$ cat config.mk
export PLATFORM = sky130hd
export DESIGN_NAME = tsense_conv_seq
export DESIGN_NICKNAME = d
export VERILOG_FILES = /design/src/rtl/tsense_conv_seq.sv
export SDC_FILE = /design/constraint.sdc
export NUM_CORES = 1
export LEC_CHECK = 0
export ABC_CLOCK_PERIOD_IN_PS = 2600
export BUFFER_PORTS_ARGS = -buffer_cell sky130_fd_sc_hd__buf_2
export CORE_MARGIN = 2
export CORE_UTILIZATION = 45
export CTS_CLUSTER_SIZE = 20
export DETAILED_ROUTE_END_ITERATION = 12
export GPL_TIMING_DRIVEN = 1
export MAX_ROUTING_LAYER = met4
export PLACE_DENSITY = 0.8
export SLEW_MARGIN = 15
export SYNTH_ARGS = -nofsm -noshare
export SYNTH_HDL_FRONTEND = slang
export SYNTH_SLANG_ARGS = --single-unit
export TNS_END_PERCENT = 1
$ cat constraint.sdc
create_clock -name clk -period 2.6 [get_ports clk]
set_input_delay 0.13 -clock clk [delete_from_list [all_inputs] [get_ports clk]]
set_output_delay 0.13 -clock clk [all_outputs]
set_load 0.005 [all_outputs]
$ cat src/rtl/tsense_conv_seq.sv
module tsense_conv_seq (
  input  logic        clk,
  input  logic        rst_n,
  input  logic        pwr_down,
  input  logic        oneshot_wr,
  input  logic [1:0]  res_code,
  input  logic        conv_done,
  input  logic [13:0] conv_result,
  output logic        conv_start,
  output logic [1:0]  conv_res,
  output logic [15:0] temp_reg,
  output logic        dav,
  output logic        result_valid
);

  logic        busy;
  logic        os_pend;
  logic        go;
  logic        fin;
  logic [15:0] keep_mask;

  assign go        = !busy && (!pwr_down || oneshot_wr);
  assign fin       = busy && conv_done;
  assign keep_mask = 16'hFFFF << (3'd5 - {1'b0, conv_res});

  always_ff @(posedge clk) begin
    if (!rst_n) begin
      busy         <= 1'b0;
      os_pend      <= 1'b0;
      conv_start   <= 1'b0;
      conv_res     <= 2'd0;
      temp_reg     <= 16'h7FFC;
      dav          <= 1'b1;
      result_valid <= 1'b0;
    end else begin
      conv_start   <= go;
      result_valid <= fin;
      if (go) begin
        busy     <= 1'b1;
        conv_res <= res_code;
        if (pwr_down) begin
          os_pend  <= 1'b1;
          dav      <= 1'b0;
          temp_reg <= 16'h8000;
        end
      end else if (fin) begin
        busy     <= 1'b0;
        temp_reg <= {conv_result, 2'b00} & keep_mask;
        if (os_pend) begin
          os_pend <= 1'b0;
          dav     <= 1'b1;
        end
      end
    end
  end


  start_cause_chk: assert property (@(posedge clk) disable iff (!rst_n)
    conv_start |-> $past(!pwr_down || oneshot_wr));


  start_pulse_chk: assert property (@(posedge clk) disable iff (!rst_n)
    conv_start |=> !conv_start);


  low_bits_zero_chk: assert property (@(posedge clk) disable iff (!rst_n)
    temp_reg[1:0] == 2'b00);


  placeholder_chk: assert property (@(posedge clk) disable iff (!rst_n)
    !dav |-> temp_reg == 16'h8000);


  valid_pulse_chk: assert property (@(posedge clk) disable iff (!rst_n)
    result_valid |=> !result_valid);


  valid_cause_chk: assert property (@(posedge clk) disable iff (!rst_n)
    result_valid |-> $past(conv_done));

endmodule

==> qor.txt <==
mean area per synthesized cell: 10.5 um2
H-tree Lvls: 1
WP data required: 2.79 ns
Crit Path Class: reg2reg
nets@finish: 132
Via density: 5.52
routed length per instance: 12.6 um
DRT Wirelength: 1.59 mm
ANT cells: 0
crit path to: temp_reg[10]
Post-synth EDFFs: 0
post-route cell area: 958 um2
Hold Path Class: in2reg
Yosys top cell by area: dfxtp_1
fraction of layout cells with a size suffix above 1: 40.9%
CTS Buffer Depth: 2
DP HPWL: 1.19 mm
post-route setup TNS: 0 ns
outcome: finished, final reports clean
Max VDD drop: 0.000429 V
Hold-fix buffers, CTS: 0
Final WS setup: 1.00 ns
Setup crit start: busy
Yosys top cell area share: 55.4%
worst r2r path cells: 3
site row count: 14
GR Overflow Total: 0
setup bufs post-CTS: 0
Antenna Nets Post-Route: 0
Critical Path AT: 1.79 ns
Core Region: 1540 um2
initial antenna violation count: 0
Final Skew: 0.00241 ns
FILL cells: 143
DR pass1 iterations: 4
FFs w/ async S/R, synth: 0%
Yosys warning total: 0
DIE AREA: 2030 um2
post-place setup slack: 1.02 ns
Hold Violations, Final: 0
fmax: 626 MHz
final setup violation count: 0
synthesized instance count: 72
# resized after CTS: 0
Die Y-Extent: 45.1 um
FF+latch count, synth: 21
Clock Pin Slew Worst Setup and Hold Paths: 0.11 ns
Initial Utilization: 49.3%
reg2reg setup slack: 1.00 ns
max FFs per register: 14
crit path capture type: flip-flop
first-pass GRT wire length: 2.43 mm
CP Launch Type: flip-flop
RSZ-0062 raised after global routing: false
Fin Hold WS: 0.0465 ns
Total GRT Usage: 16.7%
post-synth cell types: 26
final core area utilization: 62.2%
Num CTS Buffers: 3
Tightest Pin Transition: 0.560 ns
clock sinks: 21
period utilisation layout: 61.5%
P per Cell Area: 640 nW/um2
Pins Over Slew Limit: 0
CTS tree: done
LEAKAGE: 0.431 nW
DRT iter0 DRCs: 17
sequential area share after synthesis: 55.4%
most frequent cells in the layout: 39 x buf_2, 21 x dfxtp_1, 10 x a221o_1
CP max FO: 16
# DRC: 0
reg2reg start: busy
commonest non-fill, non-tap cell in the layout: buf_2
Synth area leaders: dfxtp_1 55%, a221o_1 13%, nand3_1 4.6%, o21ai_0 3.3%, buf_6 3.0%
Mapped Area: 759 um2
vias in the first global route: 597
FF-to-FF End: temp_reg[10]
area grow syn2layout: 26.2%
Final min period: 1.60 ns
Slew HR: 62.7%
root buffer cell: clkbuf_4
Placer Congestion: 0.757
largest net degree at the start of global routing: 18
Die Width: 45.1 um
number of max-cap violations: 0
Clock Latency Late Sink: 0.30 ns
IO buf count: 39
Main synth FF type: dfxtp_1
Ports: 42
post-placement cell area: 932 um2
routed vias: 695
-- metal layers --
| layer | vias to the layer above | global-route usage [%] | routed length, um |
|---|---|---|---|
| li1 | 346 | - | - |
| met1 | 307 | 21.4 | 751 |
| met2 | 40 | 26.0 | 664 |
| met3 | 2 | 2.80 | 159 |
| met4 | 0 | 7.06 | 15 |
| met5 | - | - | 0 |
-- per-stage QoR --
step | power, mW | cells
5_1_grt | 0.647 | 126
6_report | 0.614 | 126
2_1_floorplan | 0.426 | 73
4_1_cts | 0.619 | 126
3_5_place_dp | 0.468 | 122
3_3_place_gp | 0.467 | 122
-- cell families (layout without fill, tap and decap cells) --
family | count (synthesis) | after routing | synth area share, %
compound gates | 22 | 22 | 22.7
other cells | 1 | 2 | 0.494
flops | 21 | 21 | 55.4
simple gates | 20 | 20 | 14.3
buf+inv | 8 | 45 | 7.08
-- synth_stat cells (2+ instances only) --
library cell / number
nor3_1: 2
dfxtp_1: 21
a221o_1: 10
a21oi_1: 3
buf_4: 2
nor2_1: 3
nand3_1: 7
buf_6: 2
o21ai_0: 5
-- worst max-delay path, cell delays in order (launching register included) --
cell,delay (ns)
dfxtp_1,0.44
and2_1,0.52
nor2_2,0.20
a221o_1,0.33
-- worst min path at each step --
stage / start / to / cells past startpoint
after floorplan: rst_n / temp_reg[2] / 1
after CTS: conv_result[5] / temp_reg[7] / 2
after global routing: conv_result[8] / temp_reg[10] / 2
after global placement: conv_result[6] / temp_reg[8] / 2
final: conv_result[5] / temp_reg[7] / 2
after detailed placement: conv_result[5] / temp_reg[7] / 2
-- report_power, final --
group | internal (mW) | switching, mW
Clock | 0.0597 | 0.0934
Combinational | 0.0496 | 0.0455
Sequential | 0.350 | 0.0154
-- cell type report --
class / count / area (um2) / area share (%)
Sequential cell: 21 / 420 / 43.9
Tap cell: 16 / 20.0 / 2.09
Timing Repair Buffer: 39 / 195 / 20.4
Inverter: 2 / 7.51 / 0.783
Multi-Input combinational cell: 44 / 289 / 30.2
Clock buffer: 4 / 26.3 / 2.74
Power figures use the tool's default switching activity.
